### src/rtl/rxw_pkg.sv
// Shared constants and types of the receive descriptor ring walker.
// Assumes a 32-bit descriptor status word. The frame-status field sits in
// the low bits, below the abort flag.
package rxw_pkg;
    localparam int WORD_W   = 32;
    localparam int ACT_BIT  = 31;  // 1: buffer owned by the walker
    localparam int LAST_BIT = 30;  // 1: final descriptor of the ring
    localparam int ABRT_BIT = 29;  // written 1 when the frame was aborted
    localparam int STAT_W   = 8;   // frame-status field width at [STAT_W-1:0]

    typedef enum logic [1:0] {
        ST_STOP  = 2'd0,
        ST_FETCH = 2'd1,
        ST_XFER  = 2'd2,
        ST_WBACK = 2'd3
    } rxw_state_e;
endpackage

### src/rtl/rxw_addr_gen.sv
// Descriptor pointer of the ring walker.
// Latches the ring base on load. On advance it either steps by STRIDE
// bytes or returns to the latched base when the wrap flag is set.
// Assumes load and advance are never raised on the same cycle.
module rxw_addr_gen #(
    parameter int AW     = 16,
    parameter int STRIDE = 16
) (
    input  logic          clk,
    input  logic          rst_n,
    input  logic          load_i,
    input  logic [AW-1:0] base_i,
    input  logic          adv_i,
    input  logic          wrap_i,
    output logic [AW-1:0] addr_o
);
    localparam logic [AW-1:0] STEP = AW'(STRIDE);

    logic [AW-1:0] base_q;
    logic [AW-1:0] cur_q;

    // Ring base register, written only when a start is accepted.
    always_ff @(posedge clk) begin
        if (!rst_n)      base_q <= '0;
        else if (load_i) base_q <= base_i;
    end

    // Current descriptor pointer: load, step, or wrap to base.
    always_ff @(posedge clk) begin
        if (!rst_n)      cur_q <= '0;
        else if (load_i) cur_q <= base_i;
        else if (adv_i)  cur_q <= wrap_i ? base_q : cur_q + STEP;
    end

    assign addr_o = cur_q;

    AST_WRAP_TO_BASE: assert property (@(posedge clk) disable iff (!rst_n)
        (adv_i && wrap_i && !load_i) |=> (addr_o == base_q)) else $error("wrap missed base");
    AST_STEP_STRIDE: assert property (@(posedge clk) disable iff (!rst_n)
        (adv_i && !wrap_i && !load_i) |=> (addr_o == $past(addr_o) + STEP)) else $error("bad step");
endmodule

### src/rtl/rxw_wb_merge.sv
// Builds the write-back status word from the fetched one.
// Clears the active flag, records the abort flag and inserts the frame
// status. Every other bit, including the list-end flag, is preserved.
// Purely combinational.
module rxw_wb_merge
    import rxw_pkg::*;
(
    input  logic [WORD_W-1:0] desc_i,
    input  logic [STAT_W-1:0] stat_i,
    input  logic              abort_i,
    output logic [WORD_W-1:0] wdata_o
);
    // Overlay the fields the walker owns onto the fetched word.
    always_comb begin
        wdata_o                = desc_i;
        wdata_o[ACT_BIT]       = 1'b0;
        wdata_o[ABRT_BIT]      = abort_i;
        wdata_o[STAT_W-1:0]    = stat_i;
    end
endmodule

### src/rtl/rxw_ctrl.sv
// Control sequencer of the ring walker.
// It stops, fetches a status word, hands the buffer to the datapath,
// writes the word back and fetches again. It halts on a software-owned
// descriptor. It also holds the fetched word and the frame outcome used for
// the write-back. Assumes that memory completes an access by raising ready
// for one cycle.
module rxw_ctrl
    import rxw_pkg::*;
(
    input  logic              clk,
    input  logic              rst_n,
    input  logic              start_i,
    input  logic              mem_ready_i,
    input  logic [WORD_W-1:0] mem_rdata_i,
    input  logic              done_i,
    input  logic              abort_i,
    input  logic [STAT_W-1:0] stat_i,
    output logic              mem_req_o,
    output logic              mem_we_o,
    output logic              go_o,
    output logic              running_o,
    output logic              load_o,
    output logic              adv_o,
    output logic              wrap_o,
    output logic [WORD_W-1:0] desc_o,
    output logic [STAT_W-1:0] stat_o,
    output logic              abrt_o
);
    rxw_state_e state_q, state_d;
    logic       rd_hs, wb_hs, frame_end;
    logic [WORD_W-1:0] desc_q;
    logic [STAT_W-1:0] stat_q;
    logic              abrt_q;

    assign rd_hs     = (state_q == ST_FETCH) && mem_ready_i;
    assign wb_hs     = (state_q == ST_WBACK) && mem_ready_i;
    assign frame_end = (state_q == ST_XFER) && (done_i || abort_i);

    // Next-state selection.
    always_comb begin
        state_d = state_q;
        unique case (state_q)
            ST_STOP:  if (start_i)  state_d = ST_FETCH;
            ST_FETCH: if (rd_hs)    state_d = mem_rdata_i[ACT_BIT] ? ST_XFER : ST_STOP;
            ST_XFER:  if (frame_end) state_d = ST_WBACK;
            ST_WBACK: if (wb_hs)    state_d = ST_FETCH;
            default:                state_d = ST_STOP;
        endcase
    end

    // State register.
    always_ff @(posedge clk) begin
        if (!rst_n) state_q <= ST_STOP;
        else        state_q <= state_d;
    end

    // Capture the fetched status word on a completed read.
    always_ff @(posedge clk) begin
        if (!rst_n)     desc_q <= '0;
        else if (rd_hs) desc_q <= mem_rdata_i;
    end

    // Capture the frame outcome; abort wins over done.
    always_ff @(posedge clk) begin
        if (!rst_n) begin
            stat_q <= '0;
            abrt_q <= 1'b0;
        end else if (frame_end) begin
            stat_q <= stat_i;
            abrt_q <= abort_i;
        end
    end

    assign mem_req_o = (state_q == ST_FETCH) || (state_q == ST_WBACK);
    assign mem_we_o  = (state_q == ST_WBACK);
    assign go_o      = (state_q == ST_XFER);
    assign running_o = (state_q != ST_STOP);
    assign load_o    = (state_q == ST_STOP) && start_i;
    assign adv_o     = wb_hs;
    assign wrap_o    = desc_q[LAST_BIT];
    assign desc_o    = desc_q;
    assign stat_o    = stat_q;
    assign abrt_o    = abrt_q;

    AST_REQ_HELD: assert property (@(posedge clk) disable iff (!rst_n)
        (mem_req_o && !mem_ready_i) |=> (mem_req_o && $stable(mem_we_o))) else $error("request dropped");
    AST_GO_ON_ACTIVE: assert property (@(posedge clk) disable iff (!rst_n)
        (rd_hs && mem_rdata_i[ACT_BIT]) |=> go_o) else $error("no go after active fetch");
    AST_HALT_ON_IDLE: assert property (@(posedge clk) disable iff (!rst_n)
        (rd_hs && !mem_rdata_i[ACT_BIT]) |=> (!running_o && !mem_req_o)) else $error("no halt");
    AST_GO_HOLD: assert property (@(posedge clk) disable iff (!rst_n)
        (go_o && !done_i && !abort_i) |=> go_o) else $error("go dropped early");
endmodule

### src/rtl/rx_ring_walker.sv
// Receive descriptor ring walker, top level.
// Connects the sequencer, the descriptor pointer and the write-back merge
// to a single-word descriptor memory port and a frame-transfer handshake.
// Assumes the descriptor status word is the first word of each descriptor.
module rx_ring_walker
    import rxw_pkg::*;
#(
    parameter int AW     = 16,
    parameter int STRIDE = 16
) (
    input  logic              clk,
    input  logic              rst_n,
    input  logic              start_i,
    input  logic [AW-1:0]     ring_base_i,
    output logic              mem_req_o,
    output logic              mem_we_o,
    output logic [AW-1:0]     mem_addr_o,
    output logic [WORD_W-1:0] mem_wdata_o,
    input  logic [WORD_W-1:0] mem_rdata_i,
    input  logic              mem_ready_i,
    output logic              xfer_go_o,
    output logic [AW-1:0]     xfer_desc_addr_o,
    input  logic              xfer_done_i,
    input  logic              xfer_abort_i,
    input  logic [STAT_W-1:0] xfer_stat_i,
    output logic              running_o
);
    logic              load, adv, wrap, abrt;
    logic [WORD_W-1:0] desc;
    logic [STAT_W-1:0] stat;
    logic [AW-1:0]     cur_addr;

    rxw_ctrl u_ctrl (
        .clk         (clk),
        .rst_n       (rst_n),
        .start_i     (start_i),
        .mem_ready_i (mem_ready_i),
        .mem_rdata_i (mem_rdata_i),
        .done_i      (xfer_done_i),
        .abort_i     (xfer_abort_i),
        .stat_i      (xfer_stat_i),
        .mem_req_o   (mem_req_o),
        .mem_we_o    (mem_we_o),
        .go_o        (xfer_go_o),
        .running_o   (running_o),
        .load_o      (load),
        .adv_o       (adv),
        .wrap_o      (wrap),
        .desc_o      (desc),
        .stat_o      (stat),
        .abrt_o      (abrt)
    );

    rxw_addr_gen #(.AW(AW), .STRIDE(STRIDE)) u_addr (
        .clk    (clk),
        .rst_n  (rst_n),
        .load_i (load),
        .base_i (ring_base_i),
        .adv_i  (adv),
        .wrap_i (wrap),
        .addr_o (cur_addr)
    );

    rxw_wb_merge u_merge (
        .desc_i  (desc),
        .stat_i  (stat),
        .abort_i (abrt),
        .wdata_o (mem_wdata_o)
    );

    assign mem_addr_o       = cur_addr;
    assign xfer_desc_addr_o = cur_addr;

    // Address of the last completed read, used only by the checks below.
    logic [AW-1:0] rd_addr_q;
    always_ff @(posedge clk) begin
        if (!rst_n)                                rd_addr_q <= '0;
        else if (mem_req_o && !mem_we_o && mem_ready_i) rd_addr_q <= mem_addr_o;
    end

    AST_ADDR_HELD: assert property (@(posedge clk) disable iff (!rst_n)
        (mem_req_o && !mem_ready_i) |=> $stable(mem_addr_o)) else $error("address moved");
    AST_WB_SAME_ADDR: assert property (@(posedge clk) disable iff (!rst_n)
        (mem_req_o && mem_we_o) |-> (mem_addr_o == rd_addr_q)) else $error("write-back address");
    AST_WB_RELEASES: assert property (@(posedge clk) disable iff (!rst_n)
        (mem_req_o && mem_we_o) |-> !mem_wdata_o[ACT_BIT]) else $error("active left set");
    AST_START_IGNORED: assert property (@(posedge clk) disable iff (!rst_n)
        (running_o && start_i && !mem_req_o) |=> $stable(xfer_desc_addr_o)) else $error("start while running");
endmodule

### config.mk
export PLATFORM = sky130hd
export DESIGN_NAME = rx_ring_walker
export DESIGN_NICKNAME = d
export VERILOG_FILES = /design/src/rtl/rxw_pkg.sv /design/src/rtl/rxw_addr_gen.sv /design/src/rtl/rxw_wb_merge.sv /design/src/rtl/rxw_ctrl.sv /design/src/rtl/rx_ring_walker.sv
export SDC_FILE = /design/constraint.sdc
export NUM_CORES = 1
export LEC_CHECK = 0
export ABC_AREA = 1
export BUFFER_PORTS_ARGS = -buffer_cell sky130_fd_sc_hd__buf_2
export CORE_MARGIN = 2
export CORE_UTILIZATION = 42
export DETAILED_ROUTE_END_ITERATION = 12
export GPL_TIMING_DRIVEN = 0
export PLACE_DENSITY = 0.73
export SETUP_SLACK_MARGIN = 0.02
export SYNTH_ARGS = -nofsm -noshare
export SYNTH_HDL_FRONTEND = slang
export SYNTH_SLANG_ARGS = --single-unit
export TNS_END_PERCENT = 50
### constraint.sdc
create_clock -name clk -period 1.2 [get_ports clk]
set_input_delay 0.06 -clock clk [delete_from_list [all_inputs] [get_ports clk]]
set_output_delay 0.06 -clock clk [all_outputs]
set_load 0.03 [all_outputs]
Word-level counts from Yosys, hierarchy flattened:

Cells that the tools add are included.

* output and inout bits: 68
* bits of input ports: 62
* memory bits (read-only): 0
* bits in latches: 0
* logic and storage cells: 33
* register bits after elaboration: 74
* memories: 0
* bits in writable memories: 0

* shifts and indexed selects: 0
* $mul: 0
* magnitude comparators: 0
* bitwise operators: 0
* equality and inequality tests: 7
* $add $sub $neg: 1
* reduce and logical (&&, ||, !) cells: 10
* multiplexer cells: 9
* divide/modulo/power cells: 0

Operators with widths (count)
* 16-bit 2-to-1 mux: 3
* 16-bit by 5-bit adder with 16-bit output, second input constant: 1
* 2-bit 2-to-1 mux: 5
* 2-bit one-hot mux with 4 select lines: 1
* 2-bit by 1-bit != test with 1-bit output, second input constant: 3
* 2-bit == test, second input constant: 2
* 1-bit logical AND: 4
* 4-bit AND reduction: 1
* 2-bit nonzero test: 2
* 2-bit by 1-bit == test with 1-bit output, second input constant: 1
* 2-bit zero test: 1
* 1-bit logical OR: 2
* 2-bit != test, second input constant: 1

Longest topological paths before layout:

* depth after elaboration: 4
* depth in mapped cells: 9
* depth with buffers taken out: 9

Hierarchy:

A second synthesis with hierarchy kept.

* cell total of the unflattened synthesis: 476
* area, all modules: 3573.4 µm²

Modules (own cells, without submodules)
* rxw_ctrl: sequential area each 860.8 µm², area an instance 1655.3 µm², cells each 212, times used 1
* rxw_addr_gen: sequential area each 640.6 µm², area an instance 1554.0 µm², cells each 215, times used 1
* rxw_wb_merge: sequential area each 0.0 µm², area an instance 244.0 µm², cells each 33, times used 1
* rx_ring_walker: sequential area each 0.0 µm², area an instance 120.1 µm², cells each 16, times used 1

Worst setup path before layout:

No wires, ideal clock.

* path type: register to register
* from: register u_addr.cur_q[4], in the netlist u_addr.addr_o[4]
* to: register u_addr.cur_q[12], in the netlist u_addr.addr_o[12]
* data required time: 1083 ps
* stages on the path, launching flop included: 9
* path slack: -368 ps
* buffers on the path: 0
* period minus slack after synthesis: 1568 ps
* setup time: 117 ps
* data arrival time: 1451 ps
* cell sequence: dfxtp_1 > ha_1 > nand3_2 > nor2_2 > nand2_1 > nand2_1 > nand3_1 > a21oi_1 > nor2_1

* word-level cells in the longest chain between the ends: 4

RTL lines
* from (decl): RTL line rxw_addr_gen.sv:20 `logic [AW-1:0] cur_q;`
* from (signal assigned): RTL line rxw_addr_gen.sv:31 `else if (load_i) cur_q <= base_i;`
* from (signal assigned): RTL line rxw_addr_gen.sv:32 `else if (adv_i) cur_q <= wrap_i ? base_q : cur_q + STEP;`
* 16-bit by 5-bit adder with 16-bit output: RTL line rxw_addr_gen.sv:32
* 16-bit 2-to-1 mux (2 in series): RTL line rxw_addr_gen.sv:32
* 16-bit 2-to-1 mux: RTL line rxw_addr_gen.sv:31

Every way passes these cells. The select of a mux whose other input is x is not followed.
A chain may end at the register's enable or synchronous reset.

Worst setup path after layout:

* from: register u_ctrl.state_q[0]
* to: register u_addr.cur_q[12], in the netlist u_addr.addr_o[12]

* word-level cells in the longest chain between the ends: 3
* elaborated cells on any way between the ends: 6
* those cells by class: eq/ne (1); mux (1); reduce/logical (4)

RTL lines
* from (decl): RTL line rxw_ctrl.sv:29 `rxw_state_e state_q, state_d;`
* from (signal assigned): RTL line rxw_ctrl.sv:54 `else state_q <= state_d;`
* 2-bit == test or 2-bit zero test (tied branches): RTL line rxw_ctrl.sv:36, rxw_ctrl.sv:78
* 1-bit logical AND (on tied branches): RTL line rxw_ctrl.sv:36, rxw_ctrl.sv:78
* 2-bit nonzero test (no source line) or 16-bit 2-to-1 mux (tied branches)

Parallel ways exist; a longest one is shown, timed or not.

==> qor.yml <==
worst_setup_path:
  cp.depth: 9
  cp_capture_type: "flop"
  critical-path-max-stage-delay_ps: 390
  timing.critical_path.cells: "inv_4 > ha_4 > nand2_8 > inv_8 > buf_12 > nand2_2 > nand2_1 > a21oi_1 > nor2_1"
  startpoint_type: "flop"
  data_required_critical_path_ps: 1430
  critPathSlowestCell: "sky130_fd_sc_hd__dfxtp_4"
  critPathArrivalTime_ps: 1590
  worstSetupStartpoint: "u_ctrl.state_q[0]"
  worstPathMaxFanout: 9
  reg2reg_from: "u_ctrl.state_q[0]"
  critical_path_class: "reg -> reg"
  critPathTopFamily: "flip-flops"
  worst_reg2reg_path_length_in_cells: 9
  crit_buf_inv: 3
placement:
  placed_instance_count: 617
  placedInstanceArea_sq_mm: 0.00381
  port_buffers: 119
  place.detailed.hpwl_microns: 5690
  gp_congestion: 0.823
  dpl_worst_slack_ps: -333
global_route:
  grt_remaining_overflow: 0
  grt_first_pass_wirelength_microns: 14400
  grt_pass1_vias: 3138
  number_of_antenna_violations_at_the_first_check_in_global_routing: 0
  grt_util_all_layers: 0.241
  grt_start_max_net_pins: 12
cts:
  insertion_delay_ps: 340
  cts.sink_count: 65
  cts_tree: "yes"
  cts_inserted_buffers: 9
  clk_path_buf_depth: 2
  clock_tree.htree_level_count: 3
  clock_tree.root_cell: "sky130_fd_sc_hd__clkbuf_8"
  clk_transition_reported_paths_ps: 70
cells_and_area:
  num_antenna_cells: 0
  drive_gt1_frac: 0.445
  final_net_count: 657
  finalInstanceArea_sq_mm: 0.00494
  n_fill_cell: 505
  layoutNonFillerInstCount: 691
  syn_to_layout_area_delta_pct: 68.2
  finalCoreUtilization: 0.727
worst_hold_path:
  hold_path_class: "in -> reg"
  hold-path-cell-count: 3
  min-delay-start: "ring_base_i[11]"
detailed_routing:
  route.detailed.wl_per_inst_microns: 15.4
  postRouteWirelength_microns: 10600
  drt-vias-per-instance: 4.98
  detailroute.via_count: 3441
  drc: 0
  first_iter_violations: 163
  detailedRoute.firstPassIterationCount: 4
  ant_nets: 0
logic_synthesis:
  main_combinational_cell_family_by_area_after_synthesis: "simple AND/OR/NAND/NOR gates"
  postSynthCellCount: 402
  synth_xor_area_frac: 0.00597
  mappedNetlistNets: 469
  muxShareOfSynthArea: 0
  yosysTopAreaCell: "sky130_fd_sc_hd__dfxtp_1"
  synth_area_per_cell_sq_um: 7.30
  synth_area_leaders: "sky130_fd_sc_hd__dfxtp_1 (44%), sky130_fd_sc_hd__nand2_1 (11%), sky130_fd_sc_hd__o21ai_0 (8.9%), sky130_fd_sc_hd__nor2_1 (8.8%), sky130_fd_sc_hd__buf_4 (5.1%)"
  synth-seq-cells: 65
  syn_area_sq_mm: 0.00293
  yosys.cell_types.count: 31
  yosys.area_share.adder: 0.0213
  synth.yosys.warnings: 0
  yosysTopAreaCellShare: 0.443
  synth-simple-area-share: 0.251
  area_fraction_in_compound_gates_after_synthesis: 0.166
  synth-seq-area-share: 0.443
timing:
  slew_headroom: 0.586
  rsz0062_at_grt: "true"
  post-route-period-util: 1.13
  hold_slack_ps: 17.0
  timing.final.crit_period_ps: 1360
  clock_skew_ps: 15.0
  final_critical_path_setup_slack_ps: -157
  hold_violations: 0
  setup_violations: 58
  report.final.slew_viol_count: 0
  max_slew.worst_pin.slew_ps: 622
  fin_setup_tns_ps: -4040
  timing.fmax_mhz: 737
floorplanning:
  die_y_microns: 87.6
  ioPinCount: 130
  core_area_sq_mm: 0.00679
  floorplan.die.width_microns: 87.6
  placementRows: 30
  initial_core_util: 0.432
  floorplan.die_area_sq_mm: 0.00767
outcome:
  run_status: "finished with violations"
  failing_checks: "setup timing"
power_and_ir_drop:
  cellLeakagePower_nw: 2.32
  total_power_mw: 10.5
  power.ir.vdd_worst_uv: 1210
  p_per_area_mw_per_mm2: 2130
run:
  max_cap_violations: 0
## worst min-delay path, delay by kind of cell
family / cells / cell delay [ps]
buf+inv: 1 / 110
simple gates: 1 / 80
compound gates: 1 / 60
## synth_stat cells (all sizes together)
cell / instances
a211oi: 1
o21bai: 1
buf: 28
conb: 1
a21oi: 28
xor2: 1
inv: 26
nand4: 1
o221ai: 1
nand3: 11
o211ai: 2
nand2: 86
nor2: 73
a21boi: 1
a31oi: 6
o21ai: 52
xnor2: 1
clkbuf: 8
dfxtp: 65
nand3b: 4
ha: 5
## path summary, 6_finish.rpt
path | to | slack, ps
hold / removal | u_addr.base_q[11] | 20
hold reg to reg | u_addr.base_q[4] | 470
setup reg to reg | u_addr.addr_o[12] | -160
setup / recovery | u_addr.addr_o[12] | -160
## cells by family after synthesis
group	Yosys count
and+or+nand+nor	175
other	1
buffers and inverters	62
adders and majority gates	5
AOI/OAI and AO/OA	92
DFF	65
xor gates and xnor gates	2
## metal layers
metal  up-vias  GRT usage  share of wire
met2       176      0.404           0.49
met3        23     0.0650          0.089
met4         0     0.0937          0.018
met5         -          0              0
met1      1586      0.294           0.40
li1       1656          -              -
## area by class of cell
cell class,count,area [sq um],share of cell area
Clock buffer,13,149,0.0302
Buffer,36,323,0.0654
Timing Repair inverter,1,5.00,0.00101
Clock inverter,3,16.3,0.00330
Multi-Input combinational cell,275,1650,0.335
Tap cell,96,120,0.0243
Timing Repair Buffer,176,1210,0.246
Inverter,26,125,0.0253
Sequential cell,65,1330,0.269
## timing repair
action / CTS / global route
cloned: 1 / 6
pin swaps: 1 / 11
endpoints found under the hold margin: 43 / 0
buffers inserted: 4 / 6
gates resized for setup: 29 / 108
setup endpoints to repair: 65 / 69
hold buffers: 41 / 0
## where the power goes
group	switching, mW	internal [mW]
Sequential	0.509	2.71
Clock	0.875	0.805
Combinational	3.35	2.28
Total	4.74	5.79
## cells in the final DEF, fill, tap and decap left out, types with 4 or more instances in the layout
cell / Yosys / layout
sky130_fd_sc_hd__ha_4: 0 / 5
sky130_fd_sc_hd__buf_2: 7 / 116
sky130_fd_sc_hd__inv_2: 2 / 4
sky130_fd_sc_hd__nand3_1: 9 / 8
sky130_fd_sc_hd__o21ai_2: 0 / 14
sky130_fd_sc_hd__dlygate4sd3_1: 0 / 41
sky130_fd_sc_hd__nand2_2: 1 / 6
sky130_fd_sc_hd__nand3b_1: 4 / 4
sky130_fd_sc_hd__dfxtp_2: 0 / 7
sky130_fd_sc_hd__a31oi_1: 6 / 6
sky130_fd_sc_hd__dfxtp_4: 0 / 5
sky130_fd_sc_hd__a21oi_2: 1 / 4
sky130_fd_sc_hd__inv_1: 24 / 17
sky130_fd_sc_hd__a21oi_1: 27 / 23
sky130_fd_sc_hd__dfxtp_1: 65 / 53
sky130_fd_sc_hd__nor2_2: 2 / 11
sky130_fd_sc_hd__buf_6: 1 / 12
sky130_fd_sc_hd__buf_4: 20 / 28
sky130_fd_sc_hd__nand2_1: 83 / 74
sky130_fd_sc_hd__buf_8: 0 / 4
sky130_fd_sc_hd__clkbuf_8: 0 / 10
sky130_fd_sc_hd__nor2_4: 2 / 10
sky130_fd_sc_hd__o21ai_0: 52 / 13
sky130_fd_sc_hd__clkbuf_1: 7 / 8
sky130_fd_sc_hd__nor2_1: 69 / 52
sky130_fd_sc_hd__o21ai_1: 0 / 23
## state kept, by name, indices dropped and copies added, names as in the netlist
name,cells
u_addr.addr_o,16
u_addr.base_q,16
u_ctrl.abrt_o,1
u_ctrl.desc_o,22
u_ctrl.stat_o,8
u_ctrl.state_q,2
No activity file was read; power rests on OpenSTA's default activity.
